### config.mk
export PLATFORM = sky130hd
export DESIGN_NAME = dual_wiper_loader
export DESIGN_NICKNAME = d
export VERILOG_FILES = /design/src/rtl/wl_pkg.sv /design/src/rtl/wl_sync.sv /design/src/rtl/wl_frame_rx.sv /design/src/rtl/wl_wiper_bank.sv /design/src/rtl/dual_wiper_loader.sv
export SDC_FILE = /design/constraint.sdc
export NUM_CORES = 1
export LEC_CHECK = 0
export BUFFER_PORTS_ARGS = -buffer_cell sky130_fd_sc_hd__buf_2
export CAP_MARGIN = 20
export CORE_MARGIN = 2
export CORE_UTILIZATION = 54
export CTS_CLUSTER_DIAMETER = 30
export DETAILED_ROUTE_END_ITERATION = 8
export GPL_ROUTABILITY_DRIVEN = 0
export PLACE_DENSITY = 0.84
export SKIP_LAST_GASP = 1
export SYNTH_ARGS = -nofsm -noshare
export SYNTH_HDL_FRONTEND = slang
export SYNTH_SLANG_ARGS = --single-unit
### constraint.sdc
create_clock -name clk -period 2.2 [get_ports clk]
set_input_delay 0.55 -clock clk [delete_from_list [all_inputs] [get_ports clk]]
set_output_delay 0.55 -clock clk [all_outputs]
set_load 0.05 [all_outputs]
### src/rtl/wl_pkg.sv
package wl_pkg;
  localparam int CODE_W = 8;
  localparam int WORD_W = CODE_W + 1;

  // Preset value: only the top code bit set
  function automatic logic [CODE_W-1:0] mid_code();
    return {1'b1, {(CODE_W-1){1'b0}}};
  endfunction

  function automatic logic word_addr(input logic [WORD_W-1:0] w);
    return w[WORD_W-1];
  endfunction

  function automatic logic [CODE_W-1:0] word_code(input logic [WORD_W-1:0] w);
    return w[CODE_W-1:0];
  endfunction
endpackage

### src/rtl/wl_sync.sv
module wl_sync #(
  parameter int W      = 3,
  parameter int STAGES = 2
) (
  input  logic         clk,
  input  logic         rst_n,
  input  logic [W-1:0] d,
  input  logic [W-1:0] rst_val,
  output logic [W-1:0] q
);
  logic [W-1:0] stage [STAGES];

  generate
    for (genvar s = 0; s < STAGES; s++) begin : g_stage
      if (s == 0) begin : g_first
        always_ff @(posedge clk or negedge rst_n)
          if (!rst_n) stage[s] <= rst_val;
          else        stage[s] <= d;
      end else begin : g_next
        always_ff @(posedge clk or negedge rst_n)
          if (!rst_n) stage[s] <= rst_val;
          else        stage[s] <= stage[s-1];
      end
    end
  endgenerate

  assign q = stage[STAGES-1];
endmodule

### src/rtl/wl_frame_rx.sv
module wl_frame_rx #(
  parameter int WORD_W = 9,
  parameter int CNT_W  = $clog2(WORD_W + 1)
) (
  input  logic              clk,
  input  logic              rst_n,
  input  logic              sclk_s,
  input  logic              csn_s,
  input  logic              sdi_s,
  output logic              sclk_rise,
  output logic              cs_active,
  output logic              cs_rise,
  output logic              frame_full,
  output logic [CNT_W-1:0]  bit_cnt,
  output logic [WORD_W-1:0] word
);
  localparam logic [CNT_W-1:0] FULL_CNT = CNT_W'(WORD_W);

  logic sclk_q, csn_q;
  logic cs_fall;

  always_ff @(posedge clk or negedge rst_n)
    if (!rst_n) begin
      sclk_q <= 1'b0;
      csn_q  <= 1'b1;
    end else begin
      sclk_q <= sclk_s;
      csn_q  <= csn_s;
    end

  assign sclk_rise  = sclk_s & ~sclk_q;
  assign cs_fall    = ~csn_s & csn_q;
  assign cs_rise    = csn_s & ~csn_q;
  assign cs_active  = ~csn_s;
  assign frame_full = (bit_cnt == FULL_CNT);

  always_ff @(posedge clk or negedge rst_n)
    if (!rst_n) begin
      bit_cnt <= '0;
      word    <= '0;
    end else if (cs_fall) begin
      bit_cnt <= '0;
      word    <= '0;
    end else if (cs_active && sclk_rise) begin
      word <= {word[WORD_W-2:0], sdi_s};
      if (!frame_full) bit_cnt <= bit_cnt + CNT_W'(1);
    end
endmodule

### src/rtl/wl_wiper_bank.sv
module wl_wiper_bank #(
  parameter int NCH    = 2,
  parameter int CODE_W = 8,
  parameter int ADDR_W = (NCH > 1) ? $clog2(NCH) : 1
) (
  input  logic              clk,
  input  logic              rst_n,
  input  logic              commit,
  input  logic [ADDR_W-1:0] addr,
  input  logic [CODE_W-1:0] code,
  input  logic [CODE_W-1:0] preset,
  output logic [CODE_W-1:0] wiper [NCH],
  output logic [NCH-1:0]    load
);
  generate
    for (genvar c = 0; c < NCH; c++) begin : g_ch
      logic hit;
      assign hit = commit && (addr == ADDR_W'(c));
      always_ff @(posedge clk or negedge rst_n)
        if (!rst_n) begin
          wiper[c] <= preset;
          load[c]  <= 1'b0;
        end else begin
          load[c] <= hit;
          if (hit) wiper[c] <= code;
        end
    end
  endgenerate
endmodule

### src/rtl/dual_wiper_loader.sv
module dual_wiper_loader (
  input  logic       clk,
  input  logic       rst_n,
  input  logic       sclk,
  input  logic       cs_n,
  input  logic       sdin,
  output logic [7:0] wiper0_code,
  output logic [7:0] wiper1_code,
  output logic       wiper0_load,
  output logic       wiper1_load
);
  import wl_pkg::*;
  localparam int NCH         = 2;
  localparam int SYNC_STAGES = 2;
  localparam int CNT_W       = $clog2(WORD_W + 1);

  // {cs_n, sclk, sdin}, idle values during reset
  logic [2:0] pins_s;
  wl_sync #(.W(3), .STAGES(SYNC_STAGES)) u_sync (
    .clk(clk), .rst_n(rst_n), .d({cs_n, sclk, sdin}),
    .rst_val(3'b100), .q(pins_s)
  );

  // Named internal events, observed by the bound checker
  logic              sclk_rise_w, cs_active_w, cs_rise_w, frame_full_w;
  logic [CNT_W-1:0]  bit_cnt_w;
  logic [WORD_W-1:0] word_w;
  logic              commit_w;

  wl_frame_rx #(.WORD_W(WORD_W), .CNT_W(CNT_W)) u_rx (
    .clk(clk), .rst_n(rst_n),
    .sclk_s(pins_s[1]), .csn_s(pins_s[2]), .sdi_s(pins_s[0]),
    .sclk_rise(sclk_rise_w), .cs_active(cs_active_w), .cs_rise(cs_rise_w),
    .frame_full(frame_full_w), .bit_cnt(bit_cnt_w), .word(word_w)
  );

  assign commit_w = cs_rise_w & frame_full_w;

  logic [CODE_W-1:0] wipers [NCH];
  logic [NCH-1:0]    loads;

  wl_wiper_bank #(.NCH(NCH), .CODE_W(CODE_W), .ADDR_W(1)) u_bank (
    .clk(clk), .rst_n(rst_n), .commit(commit_w),
    .addr(word_addr(word_w)), .code(word_code(word_w)),
    .preset(mid_code()), .wiper(wipers), .load(loads)
  );

  assign wiper0_code = wipers[0];
  assign wiper1_code = wipers[1];
  assign wiper0_load = loads[0];
  assign wiper1_load = loads[1];
endmodule

==> results.py, run 1 <==
metrics = {
    "sta": {
        "timing.final.crit_share_pct": 88.8,
        "hold_viol": 0,
        "fin_skew_ns": 0.0109,
        "relSlewSlack_pct": 46.7,
        "tns_ns": 0,
        "setup_slack_ns": 0.247,
        "min_period_ns": 1.95,
        "grt_setup_unrepaired": "no",
        "setup_violations": 0,
        "fmax_ghz": 0.512,
        "slew_viol_final": 0,
        "worst_pin_slew_ns": 0.799,
    },
    "synthesis": {
        "synth_compound_gate_area_share_pct": 4.53,
        "synth_edf_count": 0,
        "synthAdderAreaFrac_pct": 1.68,
        "yosys_most_used_dff": "dfrtp_1",
        "synth_top_family_by_area": "simple AND/OR/NAND/NOR gates",
        "ys_warn_count": 0,
        "synthCells": 114,
        "syn_nets": 121,
        "muxShareOfSynthArea_pct": 12.1,
        "synth-seq-cells": 39,
        "syn_avg_cell_area_sq_um": 13.1,
        "yosys.area_share.simple_pct": 13.6,
        "syn-cell-area_sq_mm": 0.00149,
        "synthArstFlopShare_pct": 100,
        "ys_seq_area_share_pct": 65.8,
        "ys_types": 25,
        "yosys.area_share.xor_xnor_pct": 0,
    },
    "detailed_routing": {
        "wl_met2_um": 1160,
        "maxUsedRoutingLayer": "met4",
        "vias_per_cell": 5.45,
        "vias": 927,
        "drt_iter0_drc": 17,
        "drc": 0,
        "ant_nets": 0,
        "wl_per_cell_um": 13.9,
        "wl_met1_um": 1070,
        "wl_met3_um": 113,
        "first_pass_iters": 4,
        "wl_um": 2370,
    },
    "final_layout": {
        "final_common_cell": "dfrtp_1",
        "layout_common_cells": "34 x dfrtp_1, 22 x buf_2, 16 x mux2_2",
        "syn2layout_area_growth_pct": 14.2,
        "nets": 145,
        "stdcell_area_sq_mm": 0.00170,
        "drive_above_1_share_pct": 38.1,
        "diodes": 0,
    },
    "clocking": {
        "cts_buffers": 5,
        "numClockSinks": 39,
        "cts_hold_buf": 0,
        "ctsLongestPathBuffers": 2,
        "post_cts_buffers": 0,
        "clock_latency_ns": 0.35,
        "htreeDepth": 2,
        "cts_resized": 0,
        "cts_tree": "built",
        "root_buffer": "clkbuf_4",
        "clk_pin_slew_worst_paths_ns": 0.11,
    },
    "power_and_ir_drop": {
        "ir_drop_uv": 561,
        "power.total_mw": 1.28,
        "p_leak_nw": 0.887,
        "power.density_mw_per_mm2": 749,
    },
    "floorplan": {
        "core_sq_mm": 0.00269,
        "num_rows": 19,
        "start_util_pct": 55.6,
        "die_w_um": 56.6,
        "fp.dieH_um": 56.6,
        "pin_count": 23,
        "die_area_sq_mm": 0.00320,
    },
    "place": {
        "placedInstanceArea_sq_mm": 0.00162,
        "numPortBuffers": 22,
        "dpl_worst_slack_ns": 0.269,
        "hpwl_um": 1600,
    },
    "critical_path": {
        "crit_path_start_kind": "flop",
        "worstPathMaxFanout": 9,
        "critical-path-max-stage-delay_ns": 0.52,
        "cp_data_arrival_time_ns": 2.18,
        "crit_path_top_delay_cell": "and4b_1",
        "critPathCaptureType": "flop",
        "r2r_slack_ns": 0.25,
        "crit_required_ns": 2.43,
        "worstSetupPathType": "flop to flop",
        "path_cells": "inv_1 -> ha_1 -> and3b_1 -> and4b_1 -> mux2_2",
    },
    "flow_run": {
        "drv_cap": 0,
    },
    "global_routing": {
        "first_global_vias": 944,
        "grt_usage_pct": 17.2,
        "globalRoute.totalOverflow": 0,
        "antenna_found_initial": 0,
        "grt_pass1_wl_um": 4160,
        "grt_max_degree": 40,
    },
    "run_status": {
        "outcome": "finished clean",
    },
    "min_path": {
        "hp-class": "primary input to async pin",
    },
}
## kinds of logic (layout without fill, tap and decap cells)
family,count (synthesis),in the layout
compound gates,13,13
fa+ha+maj,2,2
mux,16,16
simple gates,36,36
flops,39,39
buf+inv,8,33
## report_power, final
part | switching, mW | internal, mW
Combinational | 0.0280 | 0.0116
Sequential | 0.0121 | 0.732
Clock | 0.224 | 0.268
Total | 0.265 | 1.01
## final cells by class
type,instances,area (sq um)
flip-flops and latches,39,982
fillers,210,982
multi-input cells,67,475
repair buffers,22,110
clock buffers,6,51.3
well taps,31,38.8
clock inverters,2,35.0
inverters,3,11.3
## synthesized netlist by cell type, types with 2 or more instances
master    instances  area [sq um]
dfrtp_1          34           851
mux2_2           16           180
nand2_1          15          56.3
a21oi_1           9          45.0
nand3_1           6          30.0
dfstp_2           5           131
nand3b_1          4          30.0
inv_1             3          11.3
o21ai_0           3          15.0
clkbuf_1          2          7.51
ha_1              2          25.0
or3_1             2          12.5
## registers in the layout (all words and copies together), names as in the netlist
signal and count:
u_bank.wiper 16, u_sync.stage 3, u_rx.csn_q 1, u_rx.sclk_q 1, u_bank.load 2, u_rx.bit_cnt 4, u_rx.word 9, u_sync.q 3
## layer usage
layer / vias up / track usage (%)
met3: 4 / 6.45
li1: 438 / -
met1: 467 / 21.2
met2: 18 / 28.6
met5: - / 0
met4: 0 / 4.42
## worst max-delay path, delay by kind of cell, from the launching register on
kind	cells	cell delay [ns]
mux	1	0.39
buf+inv	1	0.07
fa+ha+maj	1	0.15
simple gates	2	0.80
flops	1	0.44
## worst paths after layout
| kind | endpoint | startpoint | cells after the start |
|---|---|---|---|
| worst max-delay path | u_bank.wiper[2]$_DFFE_PN0P_ | u_rx.bit_cnt[1]$_DFFE_PN0P_ | 5 |
| worst min-delay path | u_rx.word[5]$_DFFE_PN0P_ | rst_n | 1 |
| worst max register to register | u_bank.wiper[2]$_DFFE_PN0P_ | u_rx.bit_cnt[1]$_DFFE_PN0P_ | 5 |
| worst min register to register | u_sync.q[1]$_DFF_PN0_ | u_sync.stage[4]$_DFF_PN0_ | 0 |
| max in group asynchronous | u_rx.word[4]$_DFFE_PN0P_ | rst_n | 1 |
| min in group clk | u_sync.stage[5]$_DFF_PN1_ | cs_n | 1 |
## per-stage QoR
step                utilization (%)  hold WS, ns  cells
floorplan                         -        0.254    114
global placement               60.2        0.333    162
detailed placement             60.2        0.335    162
CTS                            63.4        0.278    170
global route                   63.4        0.273    170
finish                         63.4        0.284    170
Note: power is estimated with default switching activity, not from simulation.
==> run 2: changes to the inputs <==
--- a/config.mk
+++ b/config.mk
@@ -8,11 +8,11 @@
 export BUFFER_PORTS_ARGS = -buffer_cell sky130_fd_sc_hd__buf_2
 export CAP_MARGIN = 20
 export CORE_MARGIN = 2
-export CORE_UTILIZATION = 54
+export CORE_UTILIZATION = 50
 export CTS_CLUSTER_DIAMETER = 30
 export DETAILED_ROUTE_END_ITERATION = 8
 export GPL_ROUTABILITY_DRIVEN = 0
-export PLACE_DENSITY = 0.84
+export PLACE_DENSITY = 0.8
 export SKIP_LAST_GASP = 1
 export SYNTH_ARGS = -nofsm -noshare
 export SYNTH_HDL_FRONTEND = slang
==> run 2 against run 1 <==
Effect of this change: the flow now finishes with violations (DRC); power down 12%; clock skew down 0.0017 ns; clock power down 31%; clock-buffer cell count up 1; sequential share of layout area up 0.73 points.
==> results.py, run 2 (same netlist as run 1, synthesis figures left out) <==
metrics = {
    "detailed_routing": {
        "drt_iter0_drc": 28,
        "vias": 943,
        "vias_per_cell": 5.48,
        "wl_um": 2450,
        "first_pass_iters": 6,
        "wl_per_cell_um": 14.3,
        "ant_nets": 0,
        "drc": 1,
    },
    "critical_path": {
        "r2r_start": "u_rx.bit_cnt[1]$_DFFE_PN0P_",
        "cp_data_arrival_time_ns": 2.12,
        "crit_path_top_delay_cell": "and4b_1",
        "r2r_slack_ns": 0.30,
        "reg2reg_to": "u_bank.wiper[3]$_DFFE_PN0P_",
        "crit_required_ns": 2.43,
        "worstSetupPathType": "flop to flop",
        "critPathCaptureType": "flop",
        "worstPathMaxFanout": 9,
        "reg2regPathDepth": 5,
        "critical-path-max-stage-delay_ns": 0.47,
        "crit_path_start_kind": "flop",
        "path_cells": "inv_1 -> ha_1 -> and3b_1 -> and4b_1 -> mux2_2",
    },
    "clocking": {
        "cts_hold_buf": 0,
        "ctsLongestPathBuffers": 2,
        "htreeDepth": 2,
        "cts_buffers": 5,
        "post_cts_buffers": 0,
        "cts_resized": 0,
        "clock_latency_ns": 0.34,
        "root_buffer": "clkbuf_4",
        "cts_tree": "built",
        "clk_pin_slew_worst_paths_ns": 0.11,
        "numClockSinks": 39,
    },
    "place": {
        "placedInstanceArea_sq_mm": 0.00163,
        "numPortBuffers": 22,
        "hpwl_um": 1670,
        "dpl_worst_slack_ns": 0.297,
        "place_inst": 164,
    },
    "final_layout": {
        "fillCellCount": 253,
        "stdcell_area_sq_mm": 0.00168,
        "instances_no_fill": 172,
        "top_regs": "u_bank.wiper (16), u_rx.word (9), u_rx.bit_cnt (4)",
        "layout_common_cells": "34 x dfrtp_1, 22 x buf_2, 16 x mux2_2",
        "register_area_sq_um": 982,
        "fin_util_pct": 60.0,
        "nets": 147,
        "largest_reg_flops": 16,
        "diodes": 0,
        "syn2layout_area_growth_pct": 12.7,
        "final_common_cell": "dfrtp_1",
        "multi_input_area_sq_um": 475,
        "largest-register": "u_bank.wiper",
        "drive_above_1_share_pct": 37.6,
    },
    "sta": {
        "setup_violations": 0,
        "worst_pin_slew_ns": 0.658,
        "grt_setup_unrepaired": "no",
        "hold_viol": 0,
        "fmax_ghz": 0.527,
        "slew_viol_final": 0,
        "holdWs_ns": 0.186,
        "min_period_ns": 1.90,
        "setup_slack_ns": 0.303,
        "timing.final.crit_share_pct": 86.2,
        "tns_ns": 0,
        "relSlewSlack_pct": 56.0,
        "fin_skew_ns": 0.00916,
    },
    "global_routing": {
        "grt_pass1_wl_um": 4290,
        "antenna_found_initial": 0,
        "globalRoute.totalOverflow": 0,
        "first_global_vias": 954,
        "grt_max_degree": 28,
        "grt_usage_pct": 17.6,
    },
    "floorplan": {
        "die_w_um": 58.6,
        "num_rows": 19,
        "die_area_sq_mm": 0.00344,
        "core_sq_mm": 0.00281,
        "fp.dieH_um": 58.6,
        "start_util_pct": 53.2,
        "pin_count": 23,
    },
    "power_and_ir_drop": {
        "ir_drop_uv": 515,
        "power.density_mw_per_mm2": 669,
        "power.total_mw": 1.13,
        "p_leak_nw": 0.878,
    },
    "run_status": {
        "outcome": "complete, but fails checks",
        "violations": "DRC",
    },
    "min_path": {
        "hp-class": "primary input to async pin",
    },
    "flow_run": {
        "drv_cap": 0,
    },
}
run 2: worst max path at each step:
stage / from / to
after floorplan: u_rx.bit_cnt[1]$_DFFE_PN0P_ / u_bank.wiper[0]$_DFFE_PN0P_
after global placement: u_rx.bit_cnt[1]$_DFFE_PN0P_ / u_bank.wiper[4]$_DFFE_PN0P_
after detailed placement: u_rx.bit_cnt[1]$_DFFE_PN0P_ / u_bank.wiper[3]$_DFFE_PN0P_
after global routing: u_rx.bit_cnt[1]$_DFFE_PN0P_ / u_bank.wiper[3]$_DFFE_PN0P_
after CTS: u_rx.bit_cnt[1]$_DFFE_PN0P_ / u_bank.wiper[3]$_DFFE_PN0P_
final: u_rx.bit_cnt[1]$_DFFE_PN0P_ / u_bank.wiper[3]$_DFFE_PN0P_
run 2: per-layer routing:
| layer | GRT usage (%) | up-vias | routed length (um) |
|---|---|---|---|
| met3 | 6.37 | 3 | 151 |
| li1 | - | 442 | - |
| met4 | 7.79 | 0 | 27 |
| met5 | 0 | - | 0 |
| met2 | 27.3 | 24 | 1210 |
| met1 | 22.2 | 474 | 1060 |
run 2: final cells by class:
type / instances / area share [%]
repair buffers: 24 / 7.43
multi-input cells: 67 / 28.3
flip-flops and latches: 39 / 58.4
inverters: 3 / 0.669
well taps: 31 / 2.30
clock buffers: 7 / 2.68
clock inverters: 1 / 0.297
run 2: critical path: cells and delay by family, from the launching register on:
kind                     cells  cell delay (ns)
buffers and inverters        1             0.07
flip-flops                   1             0.43
adder cells (fa/ha/maj)      1             0.15
AND/OR/NAND/NOR              2             0.74
multiplexers                 1             0.39
run 2: power breakdown:
| part | leakage [nW] | internal, mW | switching [mW] |
|---|---|---|---|
| Combinational | 0.334 | 0.0137 | 0.0287 |
| Sequential | 0.514 | 0.732 | 0.0118 |
| Clock | 0.0293 | 0.125 | 0.216 |
